## config.mk

```make
export PLATFORM = sky130hd
export DESIGN_NAME = sysctl_regs
export DESIGN_NICKNAME = d
export VERILOG_FILES = /design/src/rtl/sysctl_pkg.sv /design/src/rtl/sysctl_decode.sv /design/src/rtl/sysctl_regfile.sv /design/src/rtl/sysctl_wake.sv /design/src/rtl/sysctl_regs.sv
export SDC_FILE = /design/constraint.sdc
export NUM_CORES = 2
export LEC_CHECK = 0
export BUFFER_PORTS_ARGS = -buffer_cell sky130_fd_sc_hd__buf_2
export CAP_MARGIN = 40
export CELL_PAD_IN_SITES_DETAIL_PLACEMENT = 2
export CELL_PAD_IN_SITES_GLOBAL_PLACEMENT = 2
export CORE_MARGIN = 1
export CORE_UTILIZATION = 43
export CTS_CLUSTER_SIZE = 16
export DETAILED_ROUTE_END_ITERATION = 16
export GPL_ROUTABILITY_DRIVEN = 0
export HOLD_SLACK_MARGIN = 0.12
export PLACE_DENSITY_LB_ADDON = 0.1
export SETUP_SLACK_MARGIN = 0.15
export SKIP_CTS_REPAIR_TIMING = 1
export SYNTH_ARGS = -nofsm -noshare
export SYNTH_HDL_FRONTEND = slang
export SYNTH_HIERARCHICAL = 1
export SYNTH_SLANG_ARGS = --single-unit
```

## constraint.sdc

```tcl
create_clock -name clk -period 7.2 [get_ports clk]
set_input_delay 1.44 -clock clk [delete_from_list [all_inputs] [get_ports clk]]
set_output_delay 1.44 -clock clk [all_outputs]
set_load 0.05 [all_outputs]
```

## src/rtl/sysctl_pkg.sv

```systemverilog
package sysctl_pkg;
  localparam int NCORE     = 2;
  localparam int WORD_W    = 32;
  localparam int OFS_W     = 12;
  localparam int IDX_W     = OFS_W - 2;
  localparam int SWRST_BIT = 9;
  localparam int ID_BASE   = 'h3F4;
  localparam int NREG      = 19;
  localparam logic [3:0] EXT_CODE = 4'd2;

  typedef enum logic [4:0] {
    RG_DBG, RG_SECCTL, RG_FDIV, RG_SDIV, RG_CFORCE, RG_RSYN, RG_RMASK,
    RG_GRET, RG_VTOR0, RG_VTOR1, RG_CWAIT, RG_NMI, RG_WIC, RG_EWC,
    RG_PDSYS, RG_PDS0, RG_PDS1, RG_PDS2, RG_PDS3, RG_NONE
  } reg_e;

  typedef enum logic [2:0] {
    AC_NONE, AC_RW, AC_RO, AC_SET, AC_CLR, AC_PULSE, AC_ID
  } acc_e;

  typedef struct packed {
    reg_e id;
    acc_e acc;
  } hit_t;

  function automatic logic variant_ext(input logic [WORD_W-1:0] ver);
    return ver[WORD_W-1 -: 4] == EXT_CODE;
  endfunction

  function automatic logic [7:0] id_byte(input logic [3:0] k);
    case (k)
      4'd0:  return 8'h04;
      4'd4:  return 8'h54;
      4'd5:  return 8'hB8;
      4'd6:  return 8'h0B;
      4'd8:  return 8'h0D;
      4'd9:  return 8'hF0;
      4'd10: return 8'h05;
      4'd11: return 8'hB1;
      default: return 8'h00;
    endcase
  endfunction

  function automatic hit_t ext_only(input reg_e id, input logic ext);
    hit_t h;
    h.id  = ext ? id : RG_NONE;
    h.acc = ext ? AC_RW : AC_NONE;
    return h;
  endfunction

  function automatic hit_t decode(input logic [IDX_W-1:0] w, input logic ext);
    hit_t h;
    h.id  = RG_NONE;
    h.acc = AC_NONE;
    case (int'(w))
      'h000: begin h.id = RG_DBG; h.acc = AC_RO;  end
      'h001: begin h.id = RG_DBG; h.acc = AC_SET; end
      'h002: begin h.id = RG_DBG; h.acc = AC_CLR; end
      'h003: h = ext_only(RG_SECCTL, ext);
      'h004: h = ext_only(RG_FDIV, ext);
      'h005: h = ext_only(RG_SDIV, ext);
      'h006: h = ext_only(RG_CFORCE, ext);
      'h040: begin h.id = RG_RSYN;  h.acc = AC_RW; end
      'h041: begin h.id = RG_RMASK; h.acc = AC_RW; end
      'h042: h.acc = AC_PULSE;
      'h043: begin h.id = RG_GRET;  h.acc = AC_RW; end
      'h044: begin h.id = RG_VTOR0; h.acc = AC_RW; end
      'h045: h = ext_only(RG_VTOR1, ext);
      'h046: begin h.id = RG_CWAIT; h.acc = AC_RW; end
      'h047: h = ext_only(RG_NMI, ext);
      'h048: begin h.id = RG_WIC;   h.acc = AC_RW; end
      'h049: h = ext_only(RG_EWC, ext);
      'h080: h = ext_only(RG_PDSYS, ext);
      'h083: h = ext_only(RG_PDS0, ext);
      'h084: h = ext_only(RG_PDS1, ext);
      'h085: h = ext_only(RG_PDS2, ext);
      'h086: h = ext_only(RG_PDS3, ext);
      default: if (int'(w) >= ID_BASE) h.acc = AC_ID;
    endcase
    return h;
  endfunction

  function automatic logic [WORD_W-1:0] rst_value(input reg_e id,
      input logic [WORD_W-1:0] vt0, input logic [WORD_W-1:0] vt1,
      input logic [WORD_W-1:0] cw);
    case (id)
      RG_RSYN:  return 32'h1;
      RG_PDSYS: return 32'h7F;
      RG_VTOR0: return vt0;
      RG_VTOR1: return vt1;
      RG_CWAIT: return cw;
      default:  return '0;
    endcase
  endfunction
endpackage

```

## src/rtl/sysctl_decode.sv

```systemverilog
module sysctl_decode
  import sysctl_pkg::*;
(
  input  logic [WORD_W-1:0] version_i,
  input  logic [OFS_W-1:0]  addr_i,
  output logic              ext_o,
  output hit_t              hit_o
);
  assign ext_o = variant_ext(version_i);
  assign hit_o = decode(addr_i[OFS_W-1:2], ext_o);
endmodule

```

## src/rtl/sysctl_regfile.sv

```systemverilog
module sysctl_regfile
  import sysctl_pkg::*;
#(
  parameter logic [WORD_W-1:0] VTOR0_RST = 32'h1000_0000,
  parameter logic [WORD_W-1:0] VTOR1_RST = 32'h1000_0000,
  parameter logic [WORD_W-1:0] WAIT_RST  = 32'h0
)(
  input  logic                         clk,
  input  logic                         rst_n,
  input  logic                         wr_en,
  input  hit_t                         hit,
  input  logic [WORD_W-1:0]            wdata,
  output logic [NREG-1:0][WORD_W-1:0]  regs
);
  for (genvar g = 0; g < NREG; g++) begin : g_reg
    always_ff @(posedge clk) begin
      if (!rst_n) begin
        regs[g] <= rst_value(reg_e'(g), VTOR0_RST, VTOR1_RST, WAIT_RST);
      end else if (wr_en && hit.id == reg_e'(g)) begin
        case (hit.acc)
          AC_RW:   regs[g] <= wdata;
          AC_SET:  regs[g] <= regs[g] | wdata;
          AC_CLR:  regs[g] <= regs[g] & ~wdata;
          default: regs[g] <= regs[g];
        endcase
      end
    end
  end


  dbg_set_chk: assert property (@(posedge clk) disable iff (!rst_n)
    (wr_en && hit.acc == AC_SET) |=> ((regs[RG_DBG] & $past(wdata)) == $past(wdata)));

  dbg_clr_chk: assert property (@(posedge clk) disable iff (!rst_n)
    (wr_en && hit.acc == AC_CLR) |=> ((regs[RG_DBG] & $past(wdata)) == '0));

  ignored_write_chk: assert property (@(posedge clk) disable iff (!rst_n)
    (wr_en && (hit.acc == AC_NONE || hit.acc == AC_ID || hit.acc == AC_RO
               || hit.acc == AC_PULSE)) |=> $stable(regs));
endmodule

```

## src/rtl/sysctl_wake.sv

```systemverilog
module sysctl_wake
  import sysctl_pkg::*;
(
  input  logic             clk,
  input  logic             rst_n,
  input  logic             wait_wr,
  input  logic [NCORE-1:0] cur_bits,
  input  logic [NCORE-1:0] new_bits,
  output logic [NCORE-1:0] pulse_o
);
  logic [NCORE-1:0] fall_w;

  for (genvar c = 0; c < NCORE; c++) begin : g_core
    assign fall_w[c] = wait_wr && cur_bits[c] && !new_bits[c];

    always_ff @(posedge clk) begin
      if (!rst_n) pulse_o[c] <= 1'b0;
      else        pulse_o[c] <= fall_w[c];
    end


    pulse_single_chk: assert property (@(posedge clk) disable iff (!rst_n)
      pulse_o[c] |=> !pulse_o[c]);
  end
endmodule

```

## src/rtl/sysctl_regs.sv

```systemverilog
module sysctl_regs
  import sysctl_pkg::*;
#(
  parameter logic [31:0] VTOR0_RST = 32'h1000_0000,
  parameter logic [31:0] VTOR1_RST = 32'h1000_0000,
  parameter logic [31:0] WAIT_RST  = 32'h0
)(
  input  logic                         clk,
  input  logic                         rst_n,
  input  logic [WORD_W-1:0]            version_i,
  input  logic [OFS_W-1:0]             bus_addr_i,
  input  logic                         bus_we_i,
  input  logic [WORD_W-1:0]            bus_wdata_i,
  output logic [WORD_W-1:0]            bus_rdata_o,
  output logic                         sys_reset_req_o,
  output logic [NCORE-1:0]             core_powerup_o,
  output logic [NCORE-1:0]             core_wait_o,
  output logic [NCORE-1:0][WORD_W-1:0] core_vtor_o
);
  logic                        ext_w;
  hit_t                        hit_w;
  logic [NREG-1:0][WORD_W-1:0] regs_w;
  logic                        swrst_fire_w;
  logic                        wait_wr_w;

  sysctl_decode u_dec (
    .version_i (version_i),
    .addr_i    (bus_addr_i),
    .ext_o     (ext_w),
    .hit_o     (hit_w)
  );

  sysctl_regfile #(
    .VTOR0_RST (VTOR0_RST),
    .VTOR1_RST (VTOR1_RST),
    .WAIT_RST  (WAIT_RST)
  ) u_rf (
    .clk   (clk),
    .rst_n (rst_n),
    .wr_en (bus_we_i),
    .hit   (hit_w),
    .wdata (bus_wdata_i),
    .regs  (regs_w)
  );

  assign wait_wr_w = bus_we_i && hit_w.id == RG_CWAIT && hit_w.acc == AC_RW;

  sysctl_wake u_wake (
    .clk      (clk),
    .rst_n    (rst_n),
    .wait_wr  (wait_wr_w),
    .cur_bits (regs_w[RG_CWAIT][NCORE-1:0]),
    .new_bits (bus_wdata_i[NCORE-1:0]),
    .pulse_o  (core_powerup_o)
  );

  assign swrst_fire_w = bus_we_i && hit_w.acc == AC_PULSE && bus_wdata_i[SWRST_BIT];

  always_ff @(posedge clk) begin
    if (!rst_n) sys_reset_req_o <= 1'b0;
    else        sys_reset_req_o <= swrst_fire_w;
  end

  always_comb begin
    bus_rdata_o = '0;
    case (hit_w.acc)
      AC_RW, AC_RO: if (hit_w.id != RG_NONE) bus_rdata_o = regs_w[int'(hit_w.id)];
      AC_ID: bus_rdata_o = {24'b0, id_byte(4'(int'(bus_addr_i[OFS_W-1:2]) - ID_BASE))};
      default: bus_rdata_o = '0;
    endcase
  end

  assign core_wait_o    = regs_w[RG_CWAIT][NCORE-1:0];
  assign core_vtor_o[0] = regs_w[RG_VTOR0];
  assign core_vtor_o[1] = regs_w[RG_VTOR1];


  swrst_cause_chk: assert property (@(posedge clk) disable iff (!rst_n)
    sys_reset_req_o |-> ($past(bus_we_i) && $past(bus_wdata_i[SWRST_BIT])));

  swrst_single_chk: assert property (@(posedge clk) disable iff (!rst_n)
    swrst_fire_w |=> sys_reset_req_o);

  base_hidden_chk: assert property (@(posedge clk) disable iff (!rst_n)
    (version_i[31:28] != 4'd2 && bus_addr_i[11:2] == 10'h080) |-> bus_rdata_o == '0);

  wo_zero_chk: assert property (@(posedge clk) disable iff (!rst_n)
    (bus_addr_i[11:2] == 10'h042) |-> bus_rdata_o == '0);

  for (genvar c = 0; c < NCORE; c++) begin : g_pu_chk

    powerup_cause_chk: assert property (@(posedge clk) disable iff (!rst_n)
      core_powerup_o[c] |-> ($past(core_wait_o[c]) && !core_wait_o[c]));
  end
endmodule

```

==> impl_metrics.toml <==
[timing]
finalCriticalPeriod_ns = 6.90
fin_tns_setup_ns = 0
finalCritPeriodShare_pct = 95.8
hold_viol = 0
setup_viol = 0
finClkSkew_ns = 0.00146
slew_headroom_pct = 23.5
hold_ws_ns = 0.505
slew_violations = 0
worst_slew_pin_slew_ns = 1.15
setup_ws_ns = 0.302
fmax_ghz = 0.145
rsz0062_at_grt = "no"

[synthesis]
synth-seq-cells = 611
synth_cell_type_count = 76
syn-num-nets = 3146
syn-cell-area_mm2 = 0.0310
yosysSeqAreaShare_pct = 39.4
synthCells = 3063
yosysWarnings = 6
synth_area_leader_cell = "dfxtp_1"
synth_flop_cell = "dfxtp_1"
async_flop_share_pct = 0
synth_top_cell_area_share_pct = 39.4
synthTopCellsByArea = "dfxtp_1, o211a_1, a21o_1, o211ai_1, mux2i_1"
avgSynthCellArea_um2 = 10.1
synth_edf_count = 0

[grt]
grt_pass1_wl_mm = 187
met2_usage_pct = 55.7
antenna_found_initial = 1
grt_pass1_vias = 29246
use_met1_pct = 44.5
grtUsageMet3_pct = 3.66
grt-ovfl-total = 0
grt_util_all_layers_pct = 33.4
busiest_layer = "met2"
grt_max_degree = 238

[placement]
dp_cells = 3909
pre_cts_ws_ns = 0.344
portBuffers = 149
place.detailed.hpwl_mm = 76.8

[clocking]
clk_path_buf_depth = 3
numCtsBuffers = 73
clock-sinks = 611
cts.clk_slew.worst_paths_ns = 0.06
root_buffer = "clkbuf_16"
htree_num_levels = 3
clk_latency_ns = 0.60
tritoncts = "yes"

[critical_path]
crit_path_start_kind = "input pin"
cp_max_fo = 29
required_ns = 5.76
critPathKind = "input pin to primary output"
worstSetupEndpointType = "primary output"
arrival_ns = 5.46

[route]
drc_errors = 0
wl_per_cell_um = 30.9
initialDrtViolationCount = 1973
antenna_left = 0
drtPass1Iterations = 5
routed_wl_mm = 125
num_vias = 27082
viasPerCell = 6.70

[power]
power_density_mw_per_mm2 = 213
power.internal_mw = 5.64
pwr-share-seq_pct = 45.4
switching_share_pct = 24.2
p_leak_nw = 19.1
clkPwrFrac_pct = 49.8
p_comb_share_pct = 4.9
p_sw_mw = 1.80
p_total_mw = 7.45
vdd_drop_max_uv = 180

[floorplanning]
die_area_mm2 = 0.0732
die_h_um = 271
core_mm2 = 0.0715
initial_utilization_pct = 43.4
io_pins = 180
die_w_um = 271
rows = 98

[final_layout]
syn_to_final_growth_pct = 12.8
mostFrequentLayoutCells = "dfxtp_1, o211a_1, a21o_1, o211ai_1, o21ai_0"
layout.cells.non_filler = 4044
layout_commonest_cell = "dfxtp_1"
drive_gt1_share_pct = 19.3
nNetsFinal = 3121

[run]
cap_violations = 0

[status]
status = "finished, final reports clean"

[min_path]
holdCritPathClass = "register to register"
==> sequential cells by signal (all words and copies together), names as in the netlist <==
| name | count |
|---|---|
| u_wake/pulse_o | 2 |
| sys_reset_req_o | 1 |
| u_rf/regs | 608 |
==> cell families after synthesis <==
logic type	Yosys count	synth area share (%)
xor gates and xnor gates	7	0.198
DFF	611	39.4
muxes	226	9.73
AOI/OAI and AO/OA	1535	39.6
and+or+nand+nor	274	4.62
buffers and inverters	406	6.27
adders and majority gates	4	0.161
==> worst paths after layout <==
check                                                    to  slack, ns  cells after the start                         from
worst max-delay path                        bus_rdata_o[30]       0.30                     13                bus_addr_i[4]
worst min-delay path            u_rf/regs[503]$_SDFFE_PN0P_       0.51                      2  u_rf/regs[503]$_SDFFE_PN0P_
worst max register to register  u_rf/regs[320]$_SDFFE_PN0P_       6.37                      2  u_rf/regs[320]$_SDFFE_PN0P_
worst min register to register  u_rf/regs[503]$_SDFFE_PN0P_       0.51                      2  u_rf/regs[503]$_SDFFE_PN0P_
==> per-layer routing <==
| metal | share of wire, % | up-vias |
|---|---|---|
| li1 | - | 11781 |
| met1 | 44 | 14322 |
| met2 | 48 | 756 |
| met3 | 4.8 | 223 |
| met4 | 3.1 | 0 |
| met5 | 0 | - |
==> power groups by stage <==
| stage | combinational, mW | clock, mW | sequential, mW |
|---|---|---|---|
| 3_5_place_dp | 0.349 | 0 | 3.46 |
| 4_1_cts | 0.352 | 3.76 | 3.38 |
| 3_3_place_gp | 0.322 | 0 | 3.46 |
| 6_report | 0.362 | 3.71 | 3.38 |
| 2_1_floorplan | 0.220 | 0 | 3.46 |
| 5_1_grt | 0.379 | 3.90 | 3.38 |
==> metrics by stage <==
stage	area, um^2	util, %
after global routing	35000	48.9
after CTS	34900	48.9
after detailed placement	32600	45.6
final	35000	48.9
after floorplan	31000	-
after global placement	32400	45.3
==> worst max-delay path, stage by stage <==
cell and delay (ns):
buf_2 0.28, or3b_4 0.47, a2111oi_4 0.38, o21ai_2 0.11, a211oi_2 0.24, o211ai_1 0.17
buf_12 0.19, nand2b_2 0.41, a211oi_1 0.15, a2111oi_2 0.97, a221oi_2 0.10, nor2_1 0.21
buf_2 0.30
==> final cells by class <==
| cell class | instances | area (um^2) |
|---|---|---|
| Clock inverter | 20 | 194 |
| Clock buffer | 110 | 2170 |
| Timing Repair Buffer | 296 | 2140 |
| Tap cell | 950 | 1190 |
| Fill cell | 7222 | 36500 |
| Multi-Input combinational cell | 2046 | 17000 |
| Antenna cell | 1 | 2.50 |
| Sequential cell | 611 | 12200 |
| Inverter | 10 | 37.5 |
==> synthesized netlist by cell type, drive strengths merged, types with 10 or more instances <==
| library cell | number |
|---|---|
| a2111oi | 35 |
| dfxtp | 611 |
| o21ai | 288 |
| o211a | 371 |
| a221oi | 24 |
| mux2 | 25 |
| mux4 | 58 |
| a211o | 10 |
| a21o | 369 |
| a22o | 37 |
| inv | 10 |
| a21oi | 44 |
| a211oi | 66 |
| clkbuf | 231 |
| nand2 | 111 |
| mux2i | 143 |
| nor2b | 43 |
| nor2 | 43 |
| buf | 165 |
| o211ai | 250 |
| nand3 | 11 |
Power figures use the tool's default switching activity.
